**config.mk**
```make
export PLATFORM = sky130hd
export DESIGN_NAME = refresh_scheduler
export DESIGN_NICKNAME = d
export VERILOG_FILES = /design/src/rtl/refsched_pkg.sv /design/src/rtl/refsched_ctrl.sv /design/src/rtl/refsched_dp.sv /design/src/rtl/refresh_scheduler.sv
export SDC_FILE = /design/constraint.sdc
export NUM_CORES = 1
export LEC_CHECK = 0
export BUFFER_PORTS_ARGS = -buffer_cell sky130_fd_sc_hd__buf_4
export CAP_MARGIN = 5
export CORE_ASPECT_RATIO = 1.1
export CORE_MARGIN = 3
export CORE_UTILIZATION = 50
export CTS_BUF_LIST = sky130_fd_sc_hd__clkbuf_8 sky130_fd_sc_hd__clkbuf_16
export DETAILED_ROUTE_END_ITERATION = 7
export PLACE_DENSITY_LB_ADDON = 0.3
export SLEW_MARGIN = 15
export SYNTH_ARGS = -nofsm -noshare
export SYNTH_HDL_FRONTEND = slang
export SYNTH_SLANG_ARGS = --single-unit
```
**constraint.sdc**
```tcl
create_clock -name clk -period 4.7 [get_ports clk]
set_clock_uncertainty 0.05 [all_clocks]
set_input_delay 0.705 -clock clk [delete_from_list [all_inputs] [get_ports clk]]
set_output_delay 0.705 -clock clk [all_outputs]
set_load 0.05 [all_outputs]
```
**src/rtl/refsched_pkg.sv**
```systemverilog
package refsched_pkg;
  localparam int RANK_N = 2;

  // strobes from control to the per-rank owed counters
  typedef struct packed {
    logic [RANK_N-1:0] rankTick;
  } ctrl_strobes_t;
endpackage

```
**src/rtl/refsched_ctrl.sv**
```systemverilog
module refsched_ctrl
  import refsched_pkg::*;
#(
  parameter int NORM_LEN    = 10,
  parameter int TEMP_W      = 8,
  parameter int HOT_LIMIT_C = 85,
  parameter int MAX_LIMIT_C = 95
) (
  input  logic              clk,
  input  logic              rst_n,
  input  logic [TEMP_W-1:0] tempC,
  input  logic              hotFlag,
  output ctrl_strobes_t     strb,
  output logic              fastRate,
  output logic              overTemp
);
  localparam int FAST_LEN = NORM_LEN / 2;
  localparam int CNT_W    = $clog2(NORM_LEN);

  logic [CNT_W-1:0] phaseCnt;
  logic [CNT_W-1:0] curLen;
  logic [CNT_W-1:0] endCnt;
  logic [CNT_W-1:0] midCnt;
  logic             wantFast;
  logic             atEnd;

  always_comb begin
    curLen   = fastRate ? CNT_W'(FAST_LEN) : CNT_W'(NORM_LEN);
    endCnt   = curLen - CNT_W'(1);
    midCnt   = (curLen >> 1) - CNT_W'(1);
    atEnd    = (phaseCnt == endCnt);
    wantFast = hotFlag | (tempC > TEMP_W'(HOT_LIMIT_C));
    strb.rankTick[0] = atEnd;
    strb.rankTick[1] = (phaseCnt == midCnt);
  end

  always_ff @(posedge clk or negedge rst_n) begin
    if (!rst_n) begin
      phaseCnt <= '0;
      fastRate <= 1'b0;
      overTemp <= 1'b0;
    end else begin
      overTemp <= (tempC >= TEMP_W'(MAX_LIMIT_C));
      if (atEnd) begin
        phaseCnt <= '0;
        fastRate <= wantFast;
      end else begin
        phaseCnt <= phaseCnt + CNT_W'(1);
      end
    end
  end
endmodule

```
**src/rtl/refsched_dp.sv**
```systemverilog
module refsched_dp
  import refsched_pkg::*;
#(
  parameter int OWE_DEPTH = 8,
  parameter int OWE_W     = 4
) (
  input  logic                    clk,
  input  logic                    rst_n,
  input  ctrl_strobes_t           strb,
  input  logic [RANK_N-1:0]       refAck,
  output logic [RANK_N*OWE_W-1:0] owedCnt
);
  for (genvar r = 0; r < RANK_N; r++) begin : g_rank
    logic [OWE_W-1:0] owed;
    logic             ackEff;
    logic             atMax;

    assign ackEff = refAck[r] && (owed != '0);
    assign atMax  = (owed == OWE_W'(OWE_DEPTH));

    always_ff @(posedge clk or negedge rst_n) begin
      if (!rst_n) begin
        owed <= '0;
      end else if (strb.rankTick[r] && !ackEff) begin
        if (!atMax) owed <= owed + OWE_W'(1);
      end else if (!strb.rankTick[r] && ackEff) begin
        owed <= owed - OWE_W'(1);
      end
    end

    assign owedCnt[r*OWE_W +: OWE_W] = owed;
  end
endmodule

```
**src/rtl/refresh_scheduler.sv**
```systemverilog
module refresh_scheduler
  import refsched_pkg::*;
#(
  parameter int CLK_PERIOD_PS = 1250,
  parameter int WINDOW_NS     = 64000000,
  parameter int REF_COUNT     = 8192,
  parameter int OWE_DEPTH     = 8,
  parameter int TEMP_W        = 8,
  parameter int HOT_LIMIT_C   = 85,
  parameter int MAX_LIMIT_C   = 95,
  localparam int INTERVAL_NS  = WINDOW_NS / REF_COUNT,
  localparam int NORM_LEN     = INTERVAL_NS * 1000 / CLK_PERIOD_PS,
  localparam int OWE_W        = $clog2(OWE_DEPTH + 1)
) (
  input  logic              clk,
  input  logic              rst_n,
  input  logic [TEMP_W-1:0] tempC,
  input  logic              hotFlag,
  input  logic [1:0]        refAck,
  output logic [1:0]        refReq,
  output logic [1:0]        needAllIdle,
  output logic [2*OWE_W-1:0] owedCnt,
  output logic              fastRate,
  output logic              overTemp
);
  ctrl_strobes_t strb;

  refsched_ctrl #(
    .NORM_LEN(NORM_LEN), .TEMP_W(TEMP_W),
    .HOT_LIMIT_C(HOT_LIMIT_C), .MAX_LIMIT_C(MAX_LIMIT_C)
  ) u_ctrl (
    .clk(clk), .rst_n(rst_n), .tempC(tempC), .hotFlag(hotFlag),
    .strb(strb), .fastRate(fastRate), .overTemp(overTemp)
  );

  refsched_dp #(.OWE_DEPTH(OWE_DEPTH), .OWE_W(OWE_W)) u_dp (
    .clk(clk), .rst_n(rst_n), .strb(strb), .refAck(refAck), .owedCnt(owedCnt)
  );

  for (genvar r = 0; r < 2; r++) begin : g_req
    assign refReq[r]      = (owedCnt[r*OWE_W +: OWE_W] != '0);
    assign needAllIdle[r] = refReq[r];
  end
endmodule

```
Yosys cells after proc, flatten, opt, wreduce, memory -nomap -nowiden
Cells that the tools add are included.

operators by class
  add/sub/neg operators = 7
  reductions and logical operators = 16
  multiplexer cells = 8
  shift-type cells = 0
  divide/modulo/power cells = 0
  equality and inequality tests = 6
  magnitude comparators = 2
  multiply operators = 0
  bitwise logic cells = 1

operator list
  cell                   count
  $eq 13x13->1           2
  $mux 13                2
  $mux 4                 6
  $add 13x1->13 const B  1
  $sub 12x1->13 const B  1
  $sub 13x1->13 const B  1
  $add 4x1->4 const B    2
  $eq 4x4->1 const B     2
  $ge 8x7->1 const B     1
  $gt 8x7->1 const B     1
  $reduce_bool 4->1      2
  $sub 4x1->4 const B    2
  $logic_and 1x1->1      6
  $logic_not 1->1        4
  $ne 2x2->1 const B     2
  $reduce_and 2->1       2
  $reduce_bool 2->1      2
  $or 1x1->1             1

storage, ports and cells
  memory bits (read-only) = 0
  RAM bits = 0
  register bits after elaboration = 23
  memories kept = 0
  output and inout port bits = 14
  input port bits = 13
  bits in latches = 0

Logic depth before layout (Yosys ltp)
Gate-level depths: netlist of run 1.

  word-level depth = 7
  gate-level depth with buffers = 12
  gate-level depth less buffers = 10

Hierarchy
A second synthesis of run 1 with hierarchy kept.

unflattened totals
  cells, all modules = 153
  area total of the unflattened synthesis = 1530.2 µm²

by module, submodules not included
  module             cells an instance  area each (µm²)  sequential area each (µm²)  instances
  refsched_ctrl      81                 833.3            375.4                       1
  refsched_dp        68                 666.9            200.2                       1
  refresh_scheduler  4                  30.0             0.0                         1

Least setup slack after synthesis of run 1
Ideal clock, no wire load.

  path type = register -> register
  start point = reg u_ctrl.fastRate
  end point = reg u_dp.g_rank[0].owed[3]
  period minus slack after synthesis = 3.350 ns
  cell stages (with the launch flop) = 13
  library setup time = 0.126 ns
  arrival = 3.174 ns
  setup slack = 1.350 ns
  required time = 4.524 ns
  path buffers = 2
  path through = dfrtp_1 buf_4 and3_1 o2111ai_2 nor2_1 clkbuf_1 nand2_1 ha_1 a21o_1 a21oi_1 or4_4 o211a_1 a221o_1

between the ends
  cells in the longest elaborated chain, start to end = 7
  elaborated cells on any way between the ends = 10

RTL lines
  what                         line                 RTL
  start: declaration           refsched_ctrl.sv:14  output logic fastRate,
  start signal: assignment     refsched_ctrl.sv:46  fastRate <= wantFast;
  $mux 13 (*)                  refsched_ctrl.sv:28  curLen = fastRate ? CNT_W'(FAST_LEN) : CNT_W'(NORM_LEN);
  $sub 13x1->13 (*)            refsched_ctrl.sv:29  endCnt = curLen - CNT_W'(1);
  $eq 13x13->1 (*)             refsched_ctrl.sv:31  atEnd = (phaseCnt == endCnt);
  $logic_not 1->1              refsched_dp.sv:26    end else if (!strb.rankTick[r] && ackEff) begin
  $logic_and 1x1->1            refsched_dp.sv:26
  $reduce_bool 2->1 (no line)  n/a
  $reduce_and 2->1 (no line)   n/a
  end signal: assignment       refsched_dp.sv:25    if (!atMax) owed <= owed + OWE_W'(1);
  end signal: assignment       refsched_dp.sv:27    owed <= owed - OWE_W'(1);
  end: declaration             refsched_dp.sv:14    logic [OWE_W-1:0] owed;

Every way passes the cells marked *; elsewhere a longest branch is shown, timed or not.
A chain may end at the register's enable or synchronous reset.

Worst setup path after layout of run 1
  start point = reg u_ctrl.phaseCnt[2]
  end point = reg u_dp.g_rank[1].owed[3]

between the ends
  cells in the longest elaborated chain, start to end = 5
  elaborated cells on any way between the ends = 8

RTL lines
  what                         line                 RTL
  start: declaration           refsched_ctrl.sv:20  logic [CNT_W-1:0] phaseCnt;
  start signal: assignment     refsched_ctrl.sv:48  phaseCnt <= phaseCnt + CNT_W'(1);
  $eq 13x13->1 (*)             refsched_ctrl.sv:34  strb.rankTick[1] = (phaseCnt == midCnt);
  $logic_not 1->1              refsched_dp.sv:26
  $logic_and 1x1->1            refsched_dp.sv:26
  $reduce_bool 2->1 (no line)  n/a
  $reduce_and 2->1 (no line)   n/a
  end signal: assignment       refsched_dp.sv:25
  end signal: assignment       refsched_dp.sv:27
  end: declaration             refsched_dp.sv:14

Marked as above.

==> results of run 1 <==
[critical path: stages, from the launching register on]
cell	delay, ps
dfrtp_1	450
nor3_2	280
o2111ai_1	220
nor2_2	390
nand2_1	200
ha_1	310
a21o_1	170
a21oi_1	240
nor4_1	100
o21ba_2	250
o221ai_1	100
[routing by layer]
layer  global-route usage (%)  routed length (um)  share of wire, %
met3                     2.48                 108               3.5
met1                     21.9                1240                40
met2                     32.6                1670                54
met4                     6.09                  50               1.6
met5                        0                   0                 0
[worst min-delay path by stage]
| stage | from | end | slack, ps | depth (start not counted) |
|---|---|---|---|---|
| floorplan | rst_n | u_ctrl.fastRate | 360 | 0 |
| CTS | rst_n | u_dp.g_rank[1].owed[0] | 280 | 1 |
| global route | rst_n | u_dp.g_rank[1].owed[2] | 280 | 1 |
| global placement | u_ctrl.phaseCnt[8] | u_ctrl.phaseCnt[8] | 450 | 1 |
| finish | rst_n | u_dp.g_rank[1].owed[1] | 270 | 1 |
| detailed placement | u_ctrl.phaseCnt[8] | u_ctrl.phaseCnt[8] | 460 | 1 |
[cell usage after synthesis, types with 2 or more instances]
cell      count  area share (%)
xnor2_1       9             5.3
inv_1         4             1.0
nand3_1       6             2.0
and3_1        5             2.1
nor2b_1       2            0.85
o21ai_0       4             1.4
nor4bb_1      2             1.4
nor2_1       12             3.1
a22o_1        3             1.8
a21oi_1       3             1.0
ha_1          5             4.2
fa_1          2             2.7
xor2_1        7             4.2
o21a_1        3             1.5
nand2_1      11             2.8
nor3_1        4             1.4
mux2_2        2             1.5
nor3_2        2             1.4
nand3b_1      3             1.5
and4bb_1      2             1.7
dfrtp_1      23              39
buf_4         3             1.5
mux2i_1       3             2.0
a21o_1        3             1.5
[flip-flops by register name, indices dropped and copies added (netlist names)]
signal and flops:
u_ctrl.fastRate 1, u_ctrl.phaseCnt 13, u_dp.g_rank.owed 8, u_ctrl.overTemp 1
[layout make-up]
cell class	count	area share, %
tap	33	2.38
timing repair buffer	27	11.7
sequential	23	33.1
clock buffer	3	2.38
multi-input combinational	114	49.3
inverter	4	0.865
clock inverter	1	0.288
[power breakdown]
| part | leakage, nW | internal, mW | switching (mW) |
|---|---|---|---|
| Clock | 0.0255 | 0.0592 | 0.0644 |
| Sequential | 0.291 | 0.215 | 0.0307 |
| Combinational | 0.472 | 0.0996 | 0.152 |
[logic make-up (layout without fill, tap and decap cells)]
kind of cell               after synthesis  after routing  synth area share [%]
AOI/OAI and AO/OA                       28             28                  15.1
xor gates and xnor gates                16             16                  9.49
adders and majority gates                7              7                  6.95
buffers and inverters                    9             35                  3.05
DFF                                     23             23                  39.0
muxes                                    5              5                  3.56
and+or+nand+nor                         58             58                  22.9
[cells in the final DEF, fill, tap and decap left out, drive strengths merged, types with 2 or more instances in the layout]
| master | n |
|---|---|
| mux2 | 2 |
| a21oi | 3 |
| nor4bb | 2 |
| o2111ai | 2 |
| a22o | 3 |
| and3 | 6 |
| xor2 | 7 |
| buf | 27 |
| nor2b | 2 |
| nor3 | 6 |
| nand3 | 6 |
| o21a | 3 |
| ha | 5 |
| nor2 | 13 |
| dfrtp | 23 |
| nand3b | 3 |
| clkbuf | 3 |
| xnor2 | 9 |
| nand2 | 11 |
| and4bb | 2 |
| mux2i | 3 |
| fa | 2 |
| inv | 4 |
| a21o | 3 |
| o21ai | 4 |
[metrics by stage]
| stage | std cells | area (um2) | worst slack, ps |
|---|---|---|---|
| 2_1_floorplan | 146 | 1480 | 1350 |
| 3_3_place_gp | 201 | 1690 | 1950 |
| 3_5_place_dp | 201 | 1690 | 1820 |
| 4_1_cts | 205 | 1740 | 1800 |
| 5_1_grt | 205 | 1740 | 1510 |
| 6_report | 205 | 1740 | 1800 |
==> results.md, run 1 <==
- Multi-input gate area: 856 um2
- Fin util: between 60% and 70%
- Crit Path Class: reg -> reg
- Final net count: 193
- Hold Buf Count CTS: 0
- Clock period minus worst slack: roughly 2900 ps
- Clock sink count: 23
- Asr flop ratio synth: 100%
- Top_reg_cell synth: dfrtp_1
- Worst R2R Start: u_ctrl.phaseCnt[2]
- Hold crit path type: in -> async
- Critical Path AT: roughly 3000 ps
- Area grow syn2layout: 17.6%
- Reg2Reg Depth: 10
- CTS buffer count: 3
- H-tree depth: 1
- Post-CTS setup buffer count: 0
- Register area: 576 um2
- GPL Wtd Cong: about 0.85
- Crit path to: u_dp.g_rank[1].owed[3]
- FF-to-FF setup slack: 1800 ps
- Synth cell types: 47
- Synthesis Warnings: 0
- Flop and latch count out of synthesis: 23
- Cell Area, Synth: 1480 um2
- RSZ-0062 raised after global routing: false
- Vias in the first global route: 1164
- Peak VDD IR: around 0.38 mV
- Antenna violations before repair: 0
- Data required time of the worst path: approximately 4800 ps
- Seq/Total Area, Yosys: about two fifths
- Net Count, Synth: 166
- Setup violations, final: 0
- Slew HR: a little under 70%
- Final Max Slew Viols: 0
- Via count: 1200
- Die X-Extent: roughly 58 um
- Post-Synthesis Cells: around 150
- Worst-path maximum fanout: 8
- Detail Placement HPWL: 2340 um
- CTS tree: done
- Die height: between 60 and 70 um
- Buffers on Ports: 26
- Leak: around 0.79 nW
- WHS: around 270 ps
- Max Cap Violations: 0
- Root Buffer: clkbuf_8
- DRT Pass-1 Iters: 4
- TNS Setup: 0 ps
- Max Root-Sink Buffers: 2
- Core area: roughly 2800 um2
- All-Layer GR Usage: between 15 and 20%
- Total grt overflow: 0
- I/O Pins: 27
- CP Capture Type: flop
- Status: complete, no violations
- Clk_lat worst skew: 260 ps
- Final period util: between 60 and 70%
- Slew @ Worst Pin: about 460 ps
- Hold Vio Cnt, Final: 0
- Reg2reg end: u_dp.g_rank[1].owed[3]
- Mean Syn Cell Area: slightly above 10 um2
- Antenna Nets Post-Route: 0
- Total Power: 0.621 mW
- Largest net degree at the start of global routing: 24
- Post-synth EDFFs: 0
- Reg clk slew, reported paths: around 80 ps
- Initial Util: a little over half
- Rows: 20
- Fmax: between 0.3 and 0.4 GHz
- Layout cells sized above 1: 23.8%
- Post-cts gate resize count: 0
- Fillers: approximately 240
- Power density over the cells: ~360 nW/um2
- Die ar.: roughly 3600 um2
- Antenna cells: 0
- Vias/cell: a little under 6
- CP startpoint kind: flop
- Critical path startpoint: u_ctrl.phaseCnt[2]
- Wire length after detailed routing: ~3000 um
- First-pass GRT wire length: around 5200 um
- Wire length per cell: 15.0 um
- DRT iter0 DRCs: 47
- DR DRC count: 0
Note: power is estimated with default switching activity, not from simulation.
==> inputs of run 2 (changes only) <==
- ABC_AREA: unset -> 1
- clock period: 4.7 -> 2.7 ns (I/O delays scaled with it)
==> results.md, run 2 <==
- Status: complete, no violations
- Wire length after detailed routing: approximately 3700 um
- CP max-delay cell: dfrtp_1
- CP delay by family, top: simple AND/OR/NAND/NOR gates
- Net Count, Synth: 253
- Layout Cells excl Fill: around 300
- Crit path depth: 13
- Fmax: around 0.41 GHz
- Post-Synthesis Cells: approximately 230
- Area grow syn2layout: 17.3%
- Layout cells sized above 1: 22.1%
- Buffers on Ports: 26
- Slew HR: between 70% and 80%
- Clock period minus worst slack: roughly 2500 ps
- Antenna cells: 0
- Reg clk slew, reported paths: approximately 90 ps
- Flop and latch count out of synthesis: 23
- Largest stage delay on the critical path: 460 ps
- Critical Path AT: roughly 2600 ps
- Crit path buffers/inverters: 1
- DRT iter0 DRCs: 80
- TNS Setup: 0 ps
- Top_reg_cell synth: dfrtp_1
- Layout Cell Area excl Fill: roughly 2000 um2
- Placed Cells incl. Taps: between 200 and 300
- GPL Wtd Cong: between 0.8 and 0.9
- DR DRC count: 0
- Die height: between 60 and 70 um
- Met3 Resource Use GR: ~3.6%
- First-pass GRT wire length: about 6400 um
- DRT Pass-1 Iters: 5
- Commonest non-fill, non-tap cell in the layout: nand2_1
- Clk_lat worst skew: about 270 ps
- FF-to-FF setup slack: ~230 ps
- Fin util: ~63%
- Met1 usage: 27.7%
- Rows: 21
- Power density over the cells: 772 nW/um2
- Crit path to: u_dp.g_rank[0].owed[3]
- GRT met2 Usage: between 30 and 40%
- Reg with most FFs: u_ctrl.phaseCnt
- Vias in the first global route: between 1000 and 1500
- Largest area contributor in the netlist: dfrtp_1
- Total Power: 1.54 mW
- Max Root-Sink Buffers: 2
- Seq/Total Area, Yosys: about a third
- I/O Pins: 27
- Final period util: between 90% and 100%
- CTS buffer count: 3
- Hold Vio Cnt, Final: 0
- Peak VDD IR: just under 0.5 mV
- Slew @ Worst Pin: about 360 ps
- Mean Syn Cell Area: 7.30 um2
- Die X-Extent: slightly above 60 um
- Critical path startpoint: u_ctrl.phaseCnt[10]
- Worst-path maximum fanout: 6
- Area contributors post-synth: dfrtp_1 (34%), nand2_1 (12%), nor2_1 (6.4%)
- Top cells by count, synth: nand2_1 (54), nor2_1 (29), inv_1 (28)
- Vias/cell: 5.38
- Antenna violations before repair: 0
- Most frequent cells in the layout: nand2_1 (54), nor2_1 (29), buf_4 (29), inv_1 (28), dfrtp_1 (23)
- Reg2reg end: u_dp.g_rank[0].owed[3]
- Post-synth top area share: between 30% and 40%
- Post-CTS setup buffer count: 0
- Placed inst area: between 1500 and 2000 um2
- Final net count: roughly 280
- Clock sink count: 23
- Asr flop ratio synth: 100%
- Largest net degree at the start of global routing: 24
- Root Buffer: clkbuf_8
- Initial Util: roughly 54%
- Core area: between 3000 and 4000 um2
- Detail Placement HPWL: between 2000 and 3000 um
- Largest regs: u_ctrl.phaseCnt (13), u_dp.g_rank.owed (8)
- Cell mode on critical path: nand2_1
- Crit Path Class: reg -> reg
- Hold crit path type: in -> reg
- Max reg flops: 13
- CP startpoint kind: flop
- Antenna Nets Post-Route: 0
- Wire length per cell: approximately 13 um
- Synthesis Warnings: 0
- Final Max Slew Viols: 0
- Cell Area, Synth: roughly 1700 um2
- Synth cell types: 33
- CTS tree: done
- Data required time of the worst path: 2820 ps
- Busiest grt layer: met2
- H-tree depth: 1
- Setup violations, final: 0
- Worst R2R Start: u_ctrl.phaseCnt[10]
- Crit path cell chain: inv_1, nor2_1, nand2_1, nand2_1, nand2_1, nor3_1, nand2_1, ha_1, a21o_1, a21oi_1, nand4_1, nand4_1, nand2_1
- Fillers: 300
- RSZ-0062 raised after global routing: false
- Leak: 0.987 nW
- All-Layer GR Usage: between 20% and 30%
- Reg2Reg Depth: 13
- Die ar.: just over 4000 um2
- Post-synth EDFFs: 0
- Total grt overflow: 0
- Max Cap Violations: 0
- Count leader, synth: nand2_1
- Via count: around 1600
- CP Capture Type: flop
[run 2: cell types whose count changed after synthesis, moves of 7 or more]
cell / before / now
nor2_1: 12 / 29
xnor2_1: 9 / 2
inv_1: 4 / 28
nand3_1: 6 / 15
nand2_1: 11 / 54
[run 2: kinds of logic after synthesis]
family,synth area share (%)
flip-flops,33.8
buffers and inverters,9.20
AO/OA/AOI/OAI,7.29
AND/OR/NAND/NOR,38.5
XOR/XNOR,5.15
adder cells (fa/ha/maj),6.03
[run 2: power breakdown]
group          internal, mW  switching (mW)
registers             0.407          0.0807
clock network         0.103           0.124
logic                 0.268           0.556
[run 2: through the flow]
stage	hold slack (ps)	setup WS, ps
3_5_place_dp	278	297
2_1_floorplan	59.4	56.9
4_1_cts	303	281
6_report	309	235
5_1_grt	335	6.49
3_3_place_gp	275	307
[run 2: worst min-delay path, cell delays in order]
cell and delay, ps:
buf_4 80, a21oi_1 40, o21ai_0 60
[run 2: final cells by class]
type	count	area, um2	share of cell area, %
clock buffers	3	41.3	2.07
inverters	33	124	6.21
flip-flops and latches	23	576	28.9
well taps	34	42.5	2.13
clock inverters	1	5.00	0.251
multi-input cells	172	978	49.1
repair buffers	30	228	11.4
[run 2: how the worst min path moves through the flow]
stage                              end  cells past startpoint     start
finish                 u_ctrl.overTemp                      3  tempC[7]
global placement    u_ctrl.phaseCnt[7]                      1     rst_n
CTS                    u_ctrl.overTemp                      3  tempC[7]
detailed placement     u_ctrl.overTemp                      1     rst_n
floorplan              u_ctrl.fastRate                      0     rst_n
global route           u_ctrl.overTemp                      3  tempC[7]
[run 2: layer usage]
layer  up-vias  routed length [um]  share of wire, %
li1        809                   -                 -
met1       732                1700                46
met2        44                1770                48
met3         6                 197               5.3
met4         0                  54               1.5
met5         -                   0                 0
[run 2: what timing repair did]
| item | CTS | global route |
|---|---|---|
| endpoints found under the setup margin | 0 | 0 |
| endpoints found under the hold margin | 23 | 0 |
| hold buffers | 1 | 0 |
| resized for setup | 0 | 0 |
==> inputs of run 3 (changes only) <==
- clock period: 2.7 -> 3.2 ns (I/O delays scaled with it)
==> results.md, run 3 (synthesis results as in run 2) <==
- Max Root-Sink Buffers: 2
- Switching portion of total power: between 40% and 50%
- Critical Path AT: around 3000 ps
- Rows: 21
- Detail Placement HPWL: 2810 um
- Leak: ~0.97 nW
- Final net count: about 280
- Placed inst area: between 1500 and 2000 um2
- Crit Path Class: reg -> reg
- Status: complete, no violations
- Vias in the first global route: about 1400
- Area grow syn2layout: 14.7%
- Core area: between 3000 and 4000 um2
- Clock period minus worst slack: between 2000 and 3000 ps
- Antenna Nets Post-Route: 0
- Final Max Slew Viols: 0
- Total Power: around 1.3 mW
- Clk_lat worst skew: between 200 and 300 ps
- CTS tree: done
- All-Layer GR Usage: around a fifth
- DRT iter0 DRCs: 70
- Max Cap Violations: 0
- RSZ-0062 raised after global routing: false
- Vias/cell: around 5.3
- Die X-Extent: approximately 60 um
- Worst R2R Start: u_ctrl.fastRate
- Cell Int Power: between 0.6 and 0.7 mW
- Buffers on Ports: 26
- Reg with most FFs: u_ctrl.phaseCnt
- Clock sink count: 23
- Pre-CTS setup slack: 403 ps
- Register area: ~580 um2
- Initial Util: roughly 54%
- Net switching power: 0.623 mW
- Antenna violations before repair: 0
- Slew HR: 66.3%
- DRT Pass-1 Iters: 5
- CP startpoint kind: flop
- Worst-path maximum fanout: 16
- Metal2 WL: between 1500 and 2000 um
- WHS: between 40 and 50 ps
- CTS buffer count: 3
- Wire length per cell: roughly 12 um
- Hold Vio Cnt, Final: 0
- Reg2Reg Depth: 12
- Wire length after detailed routing: 3550 um
- Max reg flops: 13
- Top Layer Used: met4
- Antenna cells: 0
- Die ar.: 4140 um2
- DR DRC count: 0
- Fmax: between 0.3 and 0.4 GHz
- I/O Pins: 27
- Die height: ~67 um
- Via count: around 1500
- Layout Cell Area excl Fill: ~2000 um2
- Power density over the cells: roughly 650 nW/um2
- Hold Buf Count CTS: 0
- Comb pwr share: 53.3%
- Post-CTS setup buffer count: 0
- Fillers: ~290
- CP Capture Type: flop
- Final Worst Setup Slack: 362 ps
- WL met1: about 1600 um
- Total grt overflow: 0
- Data required time of the worst path: between 3000 and 4000 ps
- DR WL met3: around 160 um
- TNS Setup: 0 ps
- Final period util: between 80% and 90%
- Commonest non-fill, non-tap cell in the layout: nand2_1
- First-pass GRT wire length: ~6000 um
- Largest regs: u_ctrl.phaseCnt (13), u_dp.g_rank.owed (8)
- Multi-input gate area: 968 um2
- Slew @ Worst Pin: 505 ps
- Seq pwr share: 32.4%
- Largest net degree at the start of global routing: 24
- Layout cells sized above 1: between 20% and 30%
- Post-cts gate resize count: 0
- Hold crit path type: in -> async
- Reg clk slew, reported paths: around 80 ps
- Critical path startpoint: u_ctrl.fastRate
- Setup violations, final: 0
- Root Buffer: clkbuf_8
- Most frequent cells in the layout: nand2_1 (54), inv_1 (29), nor2_1 (29), buf_4 (26), dfrtp_1 (23)
- H-tree depth: 1
- GPL Wtd Cong: approximately 0.93
- Clock power frac: between 10 and 15%
- Peak VDD IR: roughly 0.45 mV
## run 3: changes by cell type in the layout (fill, tap and decap cells not counted)
cell	change
nand3_2	-2
nand3_1	+2
buf_4	-3
dlygate4sd3_1	-1
clkinv_2	-1
inv_1	+1
## run 3: final cells by class
type	instances	area share [%]
multi-input combinational	172	49.6
timing repair buffer	26	10.0
sequential	23	29.5
clock buffer	3	2.12
inverter	33	6.35
clock inverter	1	0.192
tap	34	2.18
## run 3: path summary, 6_finish.rpt
path                       slack [ps]                      to
max                               360  u_dp.g_rank[0].owed[3]
min                                40      u_ctrl.phaseCnt[9]
max reg2reg                       360  u_dp.g_rank[0].owed[3]
min reg2reg                       480  u_dp.g_rank[0].owed[3]
max in group asynchronous        2830  u_dp.g_rank[0].owed[3]
min in group clk                  390         u_ctrl.overTemp
## run 3: metal layers
layer	GRT usage [%]	vias up
met1	24.2	684
li1	-	798
met4	6.37	0
met2	32.1	46
met5	0	-
met3	4.59	6
## run 3: worst max-delay path, stage by stage, from the launching register on
cell	delay (ps)
dfrtp_1	570
inv_2	250
nand2_2	90
nand2_2	90
nand3_2	110
nor3_1	390
nand2_1	190
ha_1	310
a21o_1	170
a21oi_1	170
nand4_1	170
nand4_1	120
nand2_1	50
## run 3: power groups by stage
stage | clock network (mW) | logic [mW] | registers [mW]
2_1_floorplan | 0 | 0.341 | 0.586
3_3_place_gp | 0 | 0.677 | 0.419
3_5_place_dp | 0 | 0.684 | 0.421
4_1_cts | 0.189 | 0.685 | 0.415
5_1_grt | 0.206 | 0.743 | 0.424
6_report | 0.183 | 0.680 | 0.413
## run 3: stage by stage
stage / util [%] / instances
CTS: 61.9 / 292
floorplan: - / 233
global route: 61.9 / 292
global placement: 60.4 / 288
finish: 61.9 / 292
detailed placement: 60.4 / 288
